$ cat src/rtl/irqhub_pkg.sv
package irqhub_pkg;
  localparam int REG_W       = 32;
  localparam int OFS_STATUS  = 'h00;
  localparam int OFS_MASK    = 'h04;
  localparam int OFS_VECTOR  = 'h08;
  localparam int OFS_TARGET  = 'h0C;
  localparam int INTX_LSB    = 16;
  localparam int NUM_INTX    = 4;
  localparam int MSI_SUM_BIT = 23;

  // Strobes from control to datapath, one per register write.
  typedef struct packed {
    logic             clrStatus;
    logic             wrMask;
    logic             clrVector;
    logic             wrTarget;
    logic [REG_W-1:0] data;
  } regStrobe_t;

  typedef enum logic [2:0] {
    SEL_NONE, SEL_STATUS, SEL_MASK, SEL_VECTOR, SEL_TARGET
  } rdSel_e;
endpackage

$ cat src/rtl/irqhub_stickybit.sv
module irqhub_stickybit (
  input  logic clk,
  input  logic rstN,
  input  logic setIn,
  input  logic clrIn,
  output logic q
);
  // A set at the same edge as a clear wins.
  always_ff @(posedge clk) begin
    if (!rstN) q <= 1'b0;
    else       q <= setIn | (q & ~clrIn);
  end
endmodule

$ cat src/rtl/irqhub_ctrl.sv
module irqhub_ctrl
  import irqhub_pkg::*;
#(
  parameter int ADDR_W = 8
) (
  input  logic              clk,
  input  logic              rstN,
  input  logic              regValid,
  input  logic              regWrite,
  input  logic [ADDR_W-1:0] regAddr,
  input  logic [REG_W-1:0]  regWdata,
  input  logic [REG_W-1:0]  statusWord,
  input  logic [REG_W-1:0]  maskWord,
  input  logic [REG_W-1:0]  vectorWord,
  input  logic [REG_W-1:0]  targetWord,
  output regStrobe_t        strobe,
  output logic [REG_W-1:0]  regRdata,
  output logic              regRdValid
);
  rdSel_e           sel;
  logic [REG_W-1:0] rdMux;
  logic             rdReq;

  assign rdReq = regValid && !regWrite;

  always_comb begin
    sel = SEL_NONE;
    case (regAddr)
      ADDR_W'(OFS_STATUS): sel = SEL_STATUS;
      ADDR_W'(OFS_MASK):   sel = SEL_MASK;
      ADDR_W'(OFS_VECTOR): sel = SEL_VECTOR;
      ADDR_W'(OFS_TARGET): sel = SEL_TARGET;
      default:             sel = SEL_NONE;
    endcase
  end

  always_comb begin
    strobe      = '0;
    strobe.data = regWdata;
    if (regValid && regWrite) begin
      case (sel)
        SEL_STATUS: strobe.clrStatus = 1'b1;
        SEL_MASK:   strobe.wrMask    = 1'b1;
        SEL_VECTOR: strobe.clrVector = 1'b1;
        SEL_TARGET: strobe.wrTarget  = 1'b1;
        default:    ;
      endcase
    end
  end

  always_comb begin
    case (sel)
      SEL_STATUS: rdMux = statusWord;
      SEL_MASK:   rdMux = maskWord;
      SEL_VECTOR: rdMux = vectorWord;
      SEL_TARGET: rdMux = targetWord;
      default:    rdMux = '0;
    endcase
  end

  always_ff @(posedge clk) begin
    if (!rstN) begin
      regRdValid <= 1'b0;
      regRdata   <= '0;
    end else begin
      regRdValid <= rdReq;
      if (rdReq) regRdata <= rdMux;
    end
  end

  AST_ONE_STROBE: assert property (@(posedge clk) disable iff (!rstN)
    $onehot0({strobe.clrStatus, strobe.wrMask, strobe.clrVector, strobe.wrTarget}));
  AST_RD_LATENCY: assert property (@(posedge clk) disable iff (!rstN)
    rdReq |=> regRdValid);
  AST_RD_NO_SPURIOUS: assert property (@(posedge clk) disable iff (!rstN)
    !rdReq |=> !regRdValid);
endmodule

$ cat src/rtl/irqhub_datapath.sv
module irqhub_datapath
  import irqhub_pkg::*;
#(
  parameter int NUM_VEC   = 32,
  parameter int IN_ADDR_W = 64
) (
  input  logic                 clk,
  input  logic                 rstN,
  input  regStrobe_t           strobe,
  input  logic [NUM_INTX-1:0]  intxIn,
  input  logic                 inbValid,
  input  logic [IN_ADDR_W-1:0] inbAddr,
  input  logic [REG_W-1:0]     inbData,
  output logic [REG_W-1:0]     statusWord,
  output logic [REG_W-1:0]     maskWord,
  output logic [REG_W-1:0]     vectorWord,
  output logic [REG_W-1:0]     targetWord,
  output logic                 irqOut
);
  localparam int VEC_IDX_W = $clog2(NUM_VEC);

  logic [NUM_INTX-1:0]  intxBits, intxClr, maskIntx;
  logic [NUM_VEC-1:0]   vecBits, vecSet, vecClr;
  logic [VEC_IDX_W-1:0] hitIdx;
  logic [REG_W-1:0]     target;
  logic                 msiHit, anyVec, msiSum, maskMsi, sumClr;
  logic [REG_W-VEC_IDX_W-1:0] unusedPayload;

  assign unusedPayload = inbData[REG_W-1:VEC_IDX_W];
  assign hitIdx = inbData[VEC_IDX_W-1:0];
  // Only 32-bit targets: upper address half must be zero.
  assign msiHit = inbValid && (inbAddr[IN_ADDR_W-1:REG_W] == '0)
                  && (inbAddr[REG_W-1:0] == target);
  assign anyVec = |vecBits;
  assign sumClr = strobe.clrStatus && strobe.data[MSI_SUM_BIT];

  always_comb begin
    for (int i = 0; i < NUM_VEC; i++) begin
      vecSet[i] = msiHit && (hitIdx == VEC_IDX_W'(i));
      vecClr[i] = strobe.clrVector && strobe.data[i];
    end
    for (int j = 0; j < NUM_INTX; j++)
      intxClr[j] = strobe.clrStatus && strobe.data[INTX_LSB+j];
  end

  for (genvar v = 0; v < NUM_VEC; v++) begin : g_vec
    irqhub_stickybit u_bit (.clk(clk), .rstN(rstN), .setIn(vecSet[v]),
                            .clrIn(vecClr[v]), .q(vecBits[v]));
  end

  for (genvar k = 0; k < NUM_INTX; k++) begin : g_intx
    irqhub_stickybit u_bit (.clk(clk), .rstN(rstN), .setIn(intxIn[k]),
                            .clrIn(intxClr[k]), .q(intxBits[k]));
  end

  // Summary: a hit always sets it; pending vectors re-arm it after a clear.
  always_ff @(posedge clk) begin
    if (!rstN) msiSum <= 1'b0;
    else       msiSum <= msiHit | (~sumClr & (msiSum | anyVec));
  end

  always_ff @(posedge clk) begin
    if (!rstN) begin
      maskIntx <= '1;
      maskMsi  <= 1'b1;
      target   <= '0;
    end else begin
      if (strobe.wrMask) begin
        maskIntx <= strobe.data[INTX_LSB +: NUM_INTX];
        maskMsi  <= strobe.data[MSI_SUM_BIT];
      end
      if (strobe.wrTarget) target <= strobe.data;
    end
  end

  always_ff @(posedge clk) begin
    if (!rstN) irqOut <= 1'b0;
    else       irqOut <= (|(intxBits & ~maskIntx)) | (msiSum & ~maskMsi);
  end

  always_comb begin
    statusWord = '0;
    statusWord[INTX_LSB +: NUM_INTX] = intxBits;
    statusWord[MSI_SUM_BIT] = msiSum;
    maskWord = '0;
    maskWord[INTX_LSB +: NUM_INTX] = maskIntx;
    maskWord[MSI_SUM_BIT] = maskMsi;
    vectorWord = '0;
    vectorWord[NUM_VEC-1:0] = vecBits;
    targetWord = target;
  end

  AST_INTX_LATCH: assert property (@(posedge clk) disable iff (!rstN)
    (|intxIn) |=> ((intxBits & $past(intxIn)) == $past(intxIn)));
  AST_SUM_REARM: assert property (@(posedge clk) disable iff (!rstN)
    (anyVec && !sumClr) |=> msiSum);
  AST_HIT_SETS_VEC: assert property (@(posedge clk) disable iff (!rstN)
    msiHit |=> vecBits[$past(hitIdx)]);
  AST_HIGH_ADDR_IGNORED: assert property (@(posedge clk) disable iff (!rstN)
    (inbValid && (inbAddr[IN_ADDR_W-1:REG_W] != '0) && !strobe.clrVector)
    |=> $stable(vecBits));
  AST_ALL_MASKED_QUIET: assert property (@(posedge clk) disable iff (!rstN)
    (&{maskIntx, maskMsi}) |=> !irqOut);
endmodule

$ cat src/rtl/msi_intx_irq_hub.sv
module msi_intx_irq_hub
  import irqhub_pkg::*;
#(
  parameter int ADDR_W    = 8,
  parameter int NUM_VEC   = 32,
  parameter int IN_ADDR_W = 64
) (
  input  logic                 clk,
  input  logic                 rstN,
  input  logic                 regValid,
  input  logic                 regWrite,
  input  logic [ADDR_W-1:0]    regAddr,
  input  logic [REG_W-1:0]     regWdata,
  output logic [REG_W-1:0]     regRdata,
  output logic                 regRdValid,
  input  logic [NUM_INTX-1:0]  intxIn,
  input  logic                 inbValid,
  input  logic [IN_ADDR_W-1:0] inbAddr,
  input  logic [REG_W-1:0]     inbData,
  output logic                 irqOut
);
  regStrobe_t       strobe;
  logic [REG_W-1:0] statusWord, maskWord, vectorWord, targetWord;

  irqhub_ctrl #(.ADDR_W(ADDR_W)) u_ctrl (
    .clk(clk), .rstN(rstN), .regValid(regValid), .regWrite(regWrite),
    .regAddr(regAddr), .regWdata(regWdata), .statusWord(statusWord),
    .maskWord(maskWord), .vectorWord(vectorWord), .targetWord(targetWord),
    .strobe(strobe), .regRdata(regRdata), .regRdValid(regRdValid));

  irqhub_datapath #(.NUM_VEC(NUM_VEC), .IN_ADDR_W(IN_ADDR_W)) u_dp (
    .clk(clk), .rstN(rstN), .strobe(strobe), .intxIn(intxIn),
    .inbValid(inbValid), .inbAddr(inbAddr), .inbData(inbData),
    .statusWord(statusWord), .maskWord(maskWord), .vectorWord(vectorWord),
    .targetWord(targetWord), .irqOut(irqOut));
endmodule

$ cat config.mk
export PLATFORM = sky130hd
export DESIGN_NAME = msi_intx_irq_hub
export DESIGN_NICKNAME = d
export VERILOG_FILES = /design/src/rtl/irqhub_pkg.sv /design/src/rtl/irqhub_stickybit.sv /design/src/rtl/irqhub_ctrl.sv /design/src/rtl/irqhub_datapath.sv /design/src/rtl/msi_intx_irq_hub.sv
export SDC_FILE = /design/constraint.sdc
export NUM_CORES = 1
export LEC_CHECK = 0
export ABC_AREA = 1
export BUFFER_PORTS_ARGS = -buffer_cell sky130_fd_sc_hd__buf_2
export CAP_MARGIN = 0
export CORE_AREA = 2 2 112 114
export CTS_BUF_LIST = sky130_fd_sc_hd__clkbuf_8 sky130_fd_sc_hd__clkbuf_16
export DETAILED_ROUTE_END_ITERATION = 10
export DIE_AREA = 0 0 114 116
export PLACE_DENSITY = 0.73
export SLEW_MARGIN = 25
export SYNTH_ARGS = -nofsm -noshare
export SYNTH_HDL_FRONTEND = slang
export SYNTH_SLANG_ARGS = --single-unit
$ cat constraint.sdc
create_clock -name clk -period 1.4 [get_ports clk]
set_input_delay 0.14 -clock clk [delete_from_list [all_inputs] [get_ports clk]]
set_output_delay 0.14 -clock clk [all_outputs]
set_load 0.05 [all_outputs]
Yosys cells after proc, flatten, opt, wreduce, memory -nomap -nowiden:

Index checks and enable logic that the tools add are counted.

* register bits: 108
* latch bits: 0
* memory bits (writable): 0
* bits in read-only memories: 0
* bits of input ports: 145
* output and inout bits: 34
* logic and storage cells: 285
* memories kept: 0

* $add $sub $neg: 0
* $mul: 0
* div/mod/pow operators: 0
* magnitude comparators: 0
* equality and inequality tests: 39
* shift operators: 0
* muxes and demuxes: 7
* bitwise gates (word level): 117
* reductions and logical operators: 79

Operator list (count)
* 32-bit one-hot mux with 4 select lines: 1
* 5-bit equality test, second input constant: 16
* 1-bit logical AND: 73
* 5-bit by 4-bit equality test with 1-bit output, second input constant: 8
* 1-bit OR: 39
* 1-bit AND: 38
* 1-bit NOT: 38
* 32-bit equality test: 1
* 32-bit zero test: 1
* 32-bit OR reduction: 1
* 5-bit by 3-bit equality test with 1-bit output, second input constant: 4
* 8-bit by 4-bit equality test with 1-bit output, second input constant: 2
* 3-bit one-hot mux with 4 select lines: 1
* 5-bit by 2-bit equality test with 1-bit output, second input constant: 2
* 8-bit by 3-bit equality test with 1-bit output, second input constant: 1
* 8-bit zero test: 1
* 3-bit by 2-bit equality test with 1-bit output, second input constant: 2
* 5-bit by 1-bit equality test with 1-bit output, second input constant: 1
* 5-bit zero test: 1
* 4-bit AND: 1
* 1-bit two-way mux: 4
* 4-bit two-way mux: 1
* 4-bit NOT: 1
* 4-bit OR reduction: 1
* other kinds (3): 3

Depth between registers and ports, before layout:

Gate-level depths: netlist of the first run.

* depth after elaboration: 9
* depth in mapped cells: 11
* depth with buffers taken out: 10

Hierarchy:

Synthesis of the first run repeated with hierarchy kept, for this count alone.

* cell total of the unflattened synthesis: 1297
* area, all modules: 7817.5 um2

Modules (own cells, without submodules)
* irqhub_datapath: instances 1, cells each 668, area each 3609.7 um2, sequential area each 780.7 um2
* irqhub_ctrl: instances 1, cells each 413, area each 2631.3 um2, sequential area each 660.6 um2
* irqhub_stickybit: instances 36, cells each 6, area each 43.8 um2, sequential area each 20.0 um2

Worst setup path before layout of the first run:

Ideal clock, no wire load.

* path type: reg2reg
* start: register u_dp.target[30], in the netlist u_dp.targetWord[30]
* end: register u_dp.g_vec[23].u_bit.q
* arrival: 1251 ps
* required time: 1330 ps
* setup slack: 79 ps
* cell stages (with the launch flop): 12
* buffers on the path: 1
* period minus slack after synthesis: 1321 ps
* cell sequence: dfxtp_1 -> inv_2 -> nand2_1 -> nand2_1 -> nor2_1 -> nand2_1 -> nor2_1 -> nand2_1 -> nor2_2 -> buf_2 -> nand3_1 -> a21oi_1

* word-level cells in the longest chain between the ends: 4

RTL lines
* start, declared: line irqhub_datapath.sv:25 `logic [REG_W-1:0] target;`
* start signal, assigned: line irqhub_datapath.sv:72 `if (strobe.wrTarget) target <= strobe.data;`
* 32-bit equality test: line irqhub_datapath.sv:33 `&& (inbAddr[REG_W-1:0] == target);`
* 1-bit logical AND: line irqhub_datapath.sv:33
* 1-bit logical AND: line irqhub_datapath.sv:39 `vecSet[i] = msiHit && (hitIdx == VEC_IDX_W'(i));`
* 1-bit OR: line irqhub_stickybit.sv:11 `else q <= setIn | (q & ~clrIn);`
* end signal, assigned: line irqhub_stickybit.sv:11
* end, declared: line irqhub_stickybit.sv:6 `output logic q`

No other way between the ends.
A chain may end at the register's enable or synchronous reset.

Worst setup path after layout of the first run:

* start: register u_dp.target[16], in the netlist u_dp.targetWord[16]
* end: register u_dp.g_vec[27].u_bit.q

* word-level cells in the longest chain between the ends: 4

RTL lines (line)
* 32-bit equality test: irqhub_datapath.sv:33
* 1-bit logical AND: irqhub_datapath.sv:33
* 1-bit logical AND: irqhub_datapath.sv:39
* 1-bit OR: irqhub_stickybit.sv:11
* end signal, assigned: irqhub_stickybit.sv:11
* end, declared: irqhub_stickybit.sv:6

No other way between the ends.

==> summary.md, run 1 <==
| Metric | Value |
|---|---|
| Synth cell types | 27 |
| Top cell type's share of synthesized area | 39.68% |
| Final hold vios | 0 |
| Seq cells post-synth | 108 |
| Setup_tns | -7.804 ns |
| Filler Cell Count | 1,080 |
| Area leader, netlist | dfxtp_1 |
| Leakage power | 3.169 nW |
| Synth Area per Inst | 6.448 µm² |
| Syn nets | 990 |
| Number of global-route vias before repair | 5,610 |
| First-pass GRT wire length | 28.79 mm |
| Ant. Diodes | 0 |
| Core box area | 0.01191 mm² |
| Final Max Slew Viols | 0 |
| Crit start category | flop |
| Die height | 116 µm |
| Reg2reg setup slack | -0.33 ns |
| RSZ-0062 raised after global routing | yes |
| Most common cell after layout, fill and taps aside | nand2_1 |
| GR Overflow Total | 0 |
| Total wire length | 19.44 mm |
| Critical path class | reg -> reg |
| TritonCTS clock tree | built |
| Clock slew at reported path FFs | 0.08 ns |
| Worst setup EP type | flop |
| Outcome | finished with violations |
| Skew final | 0.01266 ns |
| Hold-fix buffers, CTS | 0 |
| Via count | 6,383 |
| CTS Sinks | 108 |
| Crit path DAT | 2.01 ns |
| Avg WL per Cell | 16.35 µm |
| Commonest non-fill, non-tap cells in the layout | 235 x nand2_1, 151 x buf_2, 99 x dfxtp_1 |
| Least-Margin Pin Slew | 0.4501 ns |
| Vias/cell | 5.368 |
| Max Cap Viol | 0 |
| Crit-path max FO | 8 |
| Tmin final | 1.729 ns |
| Worst setup path endpoint | u_dp.g_vec[27].u_bit.q |
| Final worst slack | -0.3286 ns |
| Fin crit share | 123.5% |
| DRT iter0 DRCs | 823 |
| Nets | 1,182 |
| Skew-Pair Late Insertion Delay | 0.35 ns |
| Gpl congestion | 0.9674 |
| Relative slew slack | 69.96% |
| Initial antenna violation count | 0 |
| Global Route Usage Sum | 28.03% |
| Layout cell share with drive strength beyond 1 | 31.19% |
| Die footprint | 0.01322 mm² |
| RR Startpoint | u_dp.targetWord[16] |
| Pwr Density | 823.2 mW/mm² |
| Initial core utilization | 45.75% |
| Critical register-to-register path endpoint | u_dp.g_vec[27].u_bit.q |
| Setup Viol. Count Final | 33 |
| Largest net degree at the start of global routing | 37 |
| Yosys Warn Count | 0 |
| Clock Tree Buf Depth | 2 |
| Synthesized cell area | 0.005449 mm² |
| Critical path origin | u_dp.targetWord[16] |
| Failing checks | negative setup slack |
| Area growth syn-to-layout | 39.45% |
| Total power draw | 0.006255 W |
| Synth Instances | 845 |
| CP required | 1.68 ns |
| Cts bufs inserted | 9 |
| Port bufs | 151 |
| DR pass1 iterations | 8 |
| Hold Crit Class | in -> reg |
| Die Width | 114 µm |
| I/O pin count | 179 |
| Root buffer cell | clkbuf_16 |
| Hpwl dp | 13.52 mm |
| H-tree depth | 3 |
| Synth top area cells | dfxtp_1 40%, nand2_1 17%, a21oi_1 9.4% |
| DRT antenna net count | 0 |
| Worst reg2reg path depth | 8 |
| Seq/Total Area, Yosys | 39.68% |
| DRC Markers | 0 |
| Worst vdd ir | 526.0 µV |
| Fmax | 578.5 MHz |
| Core Rows | 40 |
[what timing repair did]
item,CTS,global route
buffers inserted,3,3
pin swaps,5,25
resized for setup,27,62
setup endpoints to repair,33,33
cloned,3,4
[Yosys cell counts (all sizes together)]
| cell | number |
|---|---|
| o21bai | 1 |
| and2 | 2 |
| o22ai | 25 |
| inv | 103 |
| o21ai | 50 |
| buf | 19 |
| nand3 | 58 |
| or2 | 4 |
| o211ai | 4 |
| nand2 | 242 |
| nor2 | 73 |
| xnor2 | 7 |
| nand4 | 8 |
| dfxtp | 108 |
| a21oi | 102 |
| clkbuf | 22 |
| nor3 | 17 |
[kinds of logic (layout without fill, tap and decap cells)]
logic type	Yosys count	in the layout	share of synthesized area, %
and+or+nand+nor	404	404	31.14
AOI/OAI and AO/OA	182	182	17.52
buffers and inverters	144	341	10.54
DFF	108	108	39.68
xor gates and xnor gates	7	7	1.125
[critical path, cell delays in order, from the launching register on]
cell and delay (ns):
dfxtp_1 0.35, xnor2_2 0.22, nand3_4 0.10, nor2_4 0.13, nand2_2 0.07, nor2_4 0.27, clkbuf_16 0.24, nand3_2 0.12
a21oi_2 0.17
[state kept, by name, indices dropped and copies added, names as in the netlist]
signal and cells:
u_dp.g_vec.u_bit.q 32, u_ctrl.regRdata 32, u_ctrl.regRdValid 1, u_dp.msiSum 1, u_dp.maskMsi 1, u_dp.maskIntx 4
u_dp.g_intx.u_bit.q 4, u_dp.irqOut 1, u_dp.targetWord 32
[metal layers]
metal  vias to the layer above  wire (µm)  global-route usage [%]
met5                         -          0                       0
met2                       355       8688                   43.85
met1                      2872       8274                   40.30
met3                        52       1762                   2.667
li1                       3104          -                       -
met4                         0        712                   10.33
[power breakdown]
| group | internal (W) | switching (W) |
|---|---|---|
| clock | 0.00138 | 0.00118 |
| combinational | 0.000241 | 0.000367 |
| sequential | 0.00308 | 0.00000715 |
[stage by stage]
step	area [µm²]	hold WS [ns]	utilization (%)	worst slack, ns	cells
detailed placement	6771	0.3853	56.85	-0.2670	1161
finish	7599	0.02821	63.79	-0.3286	1189
global placement	6771	0.3814	56.85	-0.1745	1161
global route	7599	0.04025	63.79	-0.3786	1189
CTS	7238	0.02206	60.77	-0.1672	1183
floorplan	5449	0.2740	-	0.07883	845
[worst min-delay path by stage]
stage | from | to | slack, ns | cells past startpoint
after global routing | intxIn[0] | u_dp.g_intx[0].u_bit.q | 0.04 | 3
after global placement | intxIn[0] | u_dp.g_intx[0].u_bit.q | 0.38 | 3
after detailed placement | intxIn[0] | u_dp.g_intx[0].u_bit.q | 0.39 | 3
final | intxIn[0] | u_dp.g_intx[0].u_bit.q | 0.03 | 3
after floorplan | intxIn[0] | u_dp.g_intx[0].u_bit.q | 0.27 | 2
after CTS | intxIn[0] | u_dp.g_intx[0].u_bit.q | 0.02 | 3
[final cells by class]
| cell class | count | area, µm² | area share (%) |
|---|---|---|---|
| clock buffer | 9 | 225.2 | 2.964 |
| clock inverter | 7 | 70.07 | 0.9221 |
| inverter | 103 | 386.6 | 5.088 |
| multi-input combinational | 593 | 3012 | 39.63 |
| sequential | 108 | 2173 | 28.60 |
| tap | 147 | 183.9 | 2.421 |
| timing repair buffer | 222 | 1548 | 20.37 |
Power figures use the tool's default switching activity.
==> run 2, diff against run 1 <==
--- a/config.mk
+++ b/config.mk
@@ -8,11 +8,11 @@
 export ABC_AREA = 1
 export BUFFER_PORTS_ARGS = -buffer_cell sky130_fd_sc_hd__buf_2
 export CAP_MARGIN = 0
-export CORE_AREA = 2 2 112 114
+export CORE_AREA = 2 2 120 122
 export CTS_BUF_LIST = sky130_fd_sc_hd__clkbuf_8 sky130_fd_sc_hd__clkbuf_16
 export DETAILED_ROUTE_END_ITERATION = 10
-export DIE_AREA = 0 0 114 116
-export PLACE_DENSITY = 0.73
+export DIE_AREA = 0 0 122 124
+export PLACE_DENSITY = 0.64
 export SLEW_MARGIN = 25
 export SYNTH_ARGS = -nofsm -noshare
 export SYNTH_HDL_FRONTEND = slang
==> run 2 against run 1 <==
Effect of this change: the run still ends with negative setup slack left; global-route usage fell by 3.1 points; cell count rose by 3.1%; non-clock buffer count rose by 4; maximum frequency rose by 8.1%; clock skew fell by 0.0049 ns; clock power rose by 12%; register-to-register slack improved by 0.13 ns; routed wire length fell by 4.2%; die area rose by 14%; utilization fell by 8.6 points; worst hold slack barely moved; critical endpoint is now u_dp.g_vec[28].u_bit.q.
==> summary.md, run 2 (same netlist as run 1, synthesis figures left out) <==
| Metric | Value |
|---|---|
| Final hold vios | 0 |
| Fmax | 625.1 MHz |
| Skew final | 0.007731 ns |
| Worst path max stage delay | 0.33 ns |
| Leakage power | 3.192 nW |
| I/O pin count | 179 |
| Commonest non-fill, non-tap cells in the layout | 230 x nand2_1, 151 x buf_2, 99 x dfxtp_1 |
| Initial antenna violation count | 0 |
| Die footprint | 0.01513 mm² |
| Hold Crit Class | in -> reg |
| Initial core utilization | 39.72% |
| Failing checks | negative setup slack |
| Number of global-route vias before repair | 5,685 |
| DRT iter0 DRCs | 574 |
| Vias/cell | 5.006 |
| Crit start category | flop |
| Port bufs | 151 |
| CP cell instances | inv_2, buf_6, or2_4, nand3_2, nor2_2, nand2_2, nor2_4, buf_12, buf_16, nand3_1, a21oi_1 |
| RR Startpoint | u_dp.targetWord[17] |
| Worst reg2reg path depth | 11 |
| RSZ-0062 raised after global routing | yes |
| Clock slew at reported path FFs | 0.07 ns |
| Met2 Use GR | 38.79% |
| Least-Margin Pin Slew | 0.4980 ns |
| Pwr Density | 867.3 mW/mm² |
| Die Width | 122 µm |
| Hold-fix buffers, CTS | 0 |
| Die height | 124 µm |
| DRT antenna net count | 0 |
| DR pass1 iterations | 5 |
| Via count | 6,137 |
| TritonCTS clock tree | built |
| Skew-Pair Late Insertion Delay | 0.35 ns |
| Crit path DAT | 1.88 ns |
| Outcome | finished with violations |
| Finished Core Util | 55.20% |
| Bufs and invs on worst path | 4 |
| Worst path slowest cell | dfxtp_2 |
| Worst setup EP type | flop |
| Root buffer cell | clkbuf_16 |
| Critical path origin | u_dp.targetWord[17] |
| Worst vdd ir | 528.9 µV |
| Area growth syn-to-layout | 38.99% |
| Critical path class | reg -> reg |
| GR peak layer | met2 |
| Met3 GRT Util | 2.839% |
| Avg WL per Cell | 15.19 µm |
| Reg2reg setup slack | -0.20 ns |
| Relative slew slack | 66.55% |
| Final worst slack | -0.1998 ns |
| Critical register-to-register path endpoint | u_dp.g_vec[28].u_bit.q |
| GR Overflow Total | 0 |
| Met1 Resource Use GR | 35.87% |
| First-pass GRT wire length | 29.20 mm |
| Cts bufs inserted | 9 |
| Max Cap Viol | 0 |
| Global Route Usage Sum | 24.95% |
| Hpwl dp | 14.18 mm |
| Delay-heaviest family, CP | simple AND/OR/NAND/NOR gates |
| Gpl congestion | 0.9052 |
| H-tree depth | 3 |
| CP required | 1.68 ns |
| Layout cell share with drive strength beyond 1 | 31.26% |
| Largest net degree at the start of global routing | 48 |
| Core Rows | 43 |
| Total wire length | 18.63 mm |
| CTS Sinks | 108 |
| Stages on worst setup path | 11 |
| DRC Markers | 0 |
| Most common cell after layout, fill and taps aside | nand2_1 |
| Tmin final | 1.600 ns |
| Crit-path max FO | 8 |
| Nets | 1,186 |
| Final Max Slew Viols | 0 |
| Ant. Diodes | 0 |
| Setup Viol. Count Final | 33 |
| Setup slack at placement | -0.2409 ns |
| Clock Tree Buf Depth | 2 |
| Core box area | 0.01372 mm² |
| Setup_tns | -5.630 ns |
| Worst setup path endpoint | u_dp.g_vec[28].u_bit.q |
| Fin crit share | 114.3% |
-- run 2: layout make-up --
| cell class | count | area, µm² |
|---|---|---|
| fillers | 1369 | 6146 |
| multi-input cells | 593 | 2978 |
| flip-flops and latches | 108 | 2173 |
| repair buffers | 226 | 1478 |
| inverters | 103 | 386.6 |
| clock buffers | 9 | 225.2 |
| well taps | 180 | 225.2 |
| clock inverters | 7 | 107.6 |
-- run 2: worst register-to-register path, cell delays in order, from the launching register on --
cell and delay (ns):
dfxtp_2 0.33, inv_2 0.06, buf_6 0.09, or2_4 0.10, nand3_2 0.07, nor2_2 0.15, nand2_2 0.09, nor2_4 0.17
buf_12 0.15, buf_16 0.13, nand3_1 0.07, a21oi_1 0.13
-- run 2: power by group --
part / internal [W] / leakage, nW / switching [W]
Combinational: 0.000239 / 2.14 / 0.000360
Sequential: 0.00308 / 0.876 / 0.00000649
Clock: 0.00173 / 0.172 / 0.00115
Total: 0.00505 / 3.19 / 0.00152
-- run 2: what timing repair did --
item / CTS / global route
pin swaps: 10 / 28
setup endpoints to repair: 33 / 33
buffers inserted: 4 / 0
gates cloned: 4 / 0
gates resized for setup: 44 / 42
-- run 2: worst min-delay path by stage --
stage               startpoint                endpoint  slack [ns]  cells past startpoint
finish               intxIn[1]  u_dp.g_intx[1].u_bit.q        0.03                      3
global route         intxIn[0]  u_dp.g_intx[0].u_bit.q        0.05                      3
CTS                  intxIn[1]  u_dp.g_intx[1].u_bit.q        0.03                      3
detailed placement   intxIn[1]  u_dp.g_intx[1].u_bit.q        0.39                      3
global placement     intxIn[0]  u_dp.g_intx[0].u_bit.q        0.38                      3
floorplan            intxIn[0]  u_dp.g_intx[0].u_bit.q        0.27                      2
-- run 2: routing by layer --
metal | vias to the layer above | wire [µm] | part of all wire (%)
met4 | 0 | 447 | 2.4
li1 | 3116 | - | -
met3 | 30 | 1348 | 7.2
met5 | - | 0 | 0
met1 | 2754 | 8601 | 46
met2 | 237 | 8230 | 44
-- run 2: through the flow --
step,instance area (µm²),power (W),std cells,hold slack (ns)
final,7574,0.006568,1226,0.02858
after detailed placement,6838,0.003727,1204,0.3928
after floorplan,5449,0.003398,845,0.2740
after global placement,6838,0.003727,1204,0.3821
after CTS,7445,0.006566,1227,0.02752
after global routing,7574,0.006780,1226,0.05284
==> run 3, diff against run 2 <==
==> constraint.sdc (replaced) <==
create_clock -name clk -period 1.4 [get_ports clk]
set_input_delay 0.21 -clock clk [delete_from_list [all_inputs] [get_ports clk]]
set_output_delay 0.21 -clock clk [all_outputs]
set_load 0.05 [all_outputs]
==> run 3 against run 2 <==
Effect of this change: the run still ends with negative setup slack left; via count increased by 2.1%; critical path depth increased by 1; die area unchanged; maximum frequency decreased by 1.5%; global-route usage increased by 0.12 points; routed wire length increased by 4.6%; clock power decreased by 11%; highest routed layer unchanged; largest power group unchanged; clock skew increased by 0.0019 ns; design area increased by 1.7%; register-to-register slack got worse by 0.02 ns; non-clock buffer count increased by 9.
==> summary.md, run 3 (same netlist as run 1, synthesis figures left out) <==
| Metric | Value |
|---|---|
| Worst setup EP type | flop |
| Die Width | 122 µm |
| CTS Sinks | 108 |
| RSZ-0062 raised after global routing | yes |
| Crit start category | flop |
| Largest net degree at the start of global routing | 72 |
| Critical path origin | u_dp.targetWord[29] |
| Worst vdd ir | 555.6 µV |
| Failing checks | negative setup slack |
| Worst reg2reg path depth | 12 |
| Number of global-route vias before repair | 5,512 |
| Commonest non-fill, non-tap cells in the layout | 231 x nand2_1, 151 x buf_2, 100 x dfxtp_1 |
| Avg WL per Cell | 15.77 µm |
| Least-Margin Pin Slew | 0.5235 ns |
| Clock slew at reported path FFs | 0.07 ns |
| Skew-Pair Late Insertion Delay | 0.35 ns |
| TritonCTS clock tree | built |
| Multi-input logic area | 0.002984 mm² |
| DRC Markers | 0 |
| GR Overflow Total | 0 |
| Initial antenna violation count | 0 |
| Skew final | 0.009658 ns |
| Area growth syn-to-layout | 41.31% |
| RR Startpoint | u_dp.targetWord[29] |
| Max Cap Viol | 0 |
| Critical register-to-register path endpoint | u_dp.g_vec[22].u_bit.q |
| DRT iter0 DRCs | 607 |
| Clock Tree Buf Depth | 2 |
| Finished Core Util | 56.12% |
| Gpl congestion | 0.9862 |
| Worst path max stage delay | 0.32 ns |
| Port bufs | 151 |
| Leakage power | 3.230 nW |
| Most common cell after layout, fill and taps aside | nand2_1 |
| CP cell instances | inv_2, nand2_2, nand2_2, nor2_4, nand2_1, nor2_1, nand2_2, nor2_4, buf_12, clkbuf_16, nand3_1, a21oi_1 |
| DR pass1 iterations | 5 |
| Outcome | finished with violations |
| Pwr Density | 811.4 mW/mm² |
| Initial core utilization | 39.72% |
| H-tree depth | 3 |
| CP required | 1.68 ns |
| Hpwl dp | 14.16 mm |
| Layout cell share with drive strength beyond 1 | 31.85% |
| Die height | 124 µm |
| Crit path DAT | 1.91 ns |
| Die footprint | 0.01513 mm² |
| Cts bufs inserted | 9 |
| Reg2reg setup slack | -0.22 ns |
| Setup Viol. Count Final | 33 |
| Hold-fix buffers, CTS | 0 |
| Total wire length | 19.48 mm |
| Worst setup path endpoint | u_dp.g_vec[22].u_bit.q |
| DRT antenna net count | 0 |
| Vias/cell | 5.075 |
| Critical path class | reg -> reg |
| Final hold vios | 0 |
| Fin crit share | 116.0% |
| Relative slew slack | 65.05% |
| I/O pin count | 179 |
| HP Start | intxIn[1] |
| Final Max Slew Viols | 0 |
| Root buffer cell | clkbuf_16 |
| Global Route Usage Sum | 25.08% |
| Core box area | 0.01372 mm² |
| Total power draw | 0.006248 W |
| Crit-path most repeated cell | nand2_2 |
| Fmax | 616.0 MHz |
| First-pass GRT wire length | 29.26 mm |
| Hold Crit Class | in -> reg |
| Core Rows | 43 |
| Register area | 0.002172 mm² |
| Setup slack at placement | -0.2705 ns |
| Via count | 6,268 |
| Tmin final | 1.623 ns |
| Final worst slack | -0.2234 ns |
| Crit-path max FO | 8 |
| Filler Cell Count | 1,376 |
| Nets | 1,195 |
| Worst path slowest cell | dfxtp_2 |
| Ant. Diodes | 0 |
==> run 3: changes by cell type in the layout (fill, tap and decap cells not counted), moves of 3 or more <==
cell | previous run | this run
nand3_2 | 15 | 22
a21oi_2 | 12 | 9
nand3_1 | 38 | 32
buf_12 | 7 | 12
bufinv_16 | 3 | 0
buf_4 | 62 | 65
clkbuf_8 | 0 | 3
a21oi_1 | 90 | 93
buf_16 | 3 | 0
clkbuf_16 | 9 | 14
inv_2 | 13 | 10
==> run 3: area by class of cell <==
cell class	count	share of cell area [%]
inverter	103	5.021
clock buffer	12	3.461
clock inverter	4	0.3900
timing repair buffer	235	21.24
tap	180	2.925
sequential	108	28.21
multi-input combinational	593	38.76
==> run 3: power by group <==
| part | internal [W] | total, W | switching, W |
|---|---|---|---|
| logic | 0.000252 | 0.000614 | 0.000362 |
| clock network | 0.00137 | 0.00255 | 0.00118 |
| registers | 0.00308 | 0.00309 | 0.00000854 |
==> run 3: critical path: cells and delay by family (launching register included) <==
family / cells / cell delay (ns)
AOI/OAI and AO/OA: 1 / 0.13
and+or+nand+nor: 8 / 0.74
buffers and inverters: 3 / 0.35
DFF: 1 / 0.32
==> run 3: metal layers <==
| layer | GRT usage, % | wire, µm | vias up | part of all wire, % |
|---|---|---|---|---|
| met4 | 6.753 | 463 | 0 | 2.4 |
| met1 | 36.79 | 8888 | 2816 | 46 |
| met3 | 3.297 | 1466 | 43 | 7.5 |
| met2 | 38.69 | 8660 | 274 | 44 |
| met5 | 0 | 0 | - | 0 |
| li1 | - | - | 3135 | - |
==> run 3: repair_timing <==
action,CTS,global route
setup endpoints to repair,33,35
resized for setup,10,76
setup buffers,3,3
pin swaps,3,22
gates cloned,2,6
==> run 3: worst min-delay path by stage <==
stage | end | cells after the start
2_1_floorplan | u_dp.g_intx[0].u_bit.q | 2
3_5_place_dp | u_ctrl.regRdata[6] | 2
6_report | u_dp.g_intx[1].u_bit.q | 3
5_1_grt | u_dp.g_intx[0].u_bit.q | 3
4_1_cts | u_dp.g_intx[1].u_bit.q | 3
3_3_place_gp | u_ctrl.regRdata[9] | 2
==> run 3: metrics by stage <==
stage	TNS [ns]	area [µm²]	std cells	hold slack (ns)
5_1_grt	-9.046	7700	1235	0.1026
4_1_cts	-6.841	7303	1229	0.09874
3_5_place_dp	-13.41	6905	1208	0.4522
3_3_place_gp	-13.02	6905	1208	0.4499
2_1_floorplan	0	5449	845	0.3440
6_report	-6.323	7700	1235	0.09616
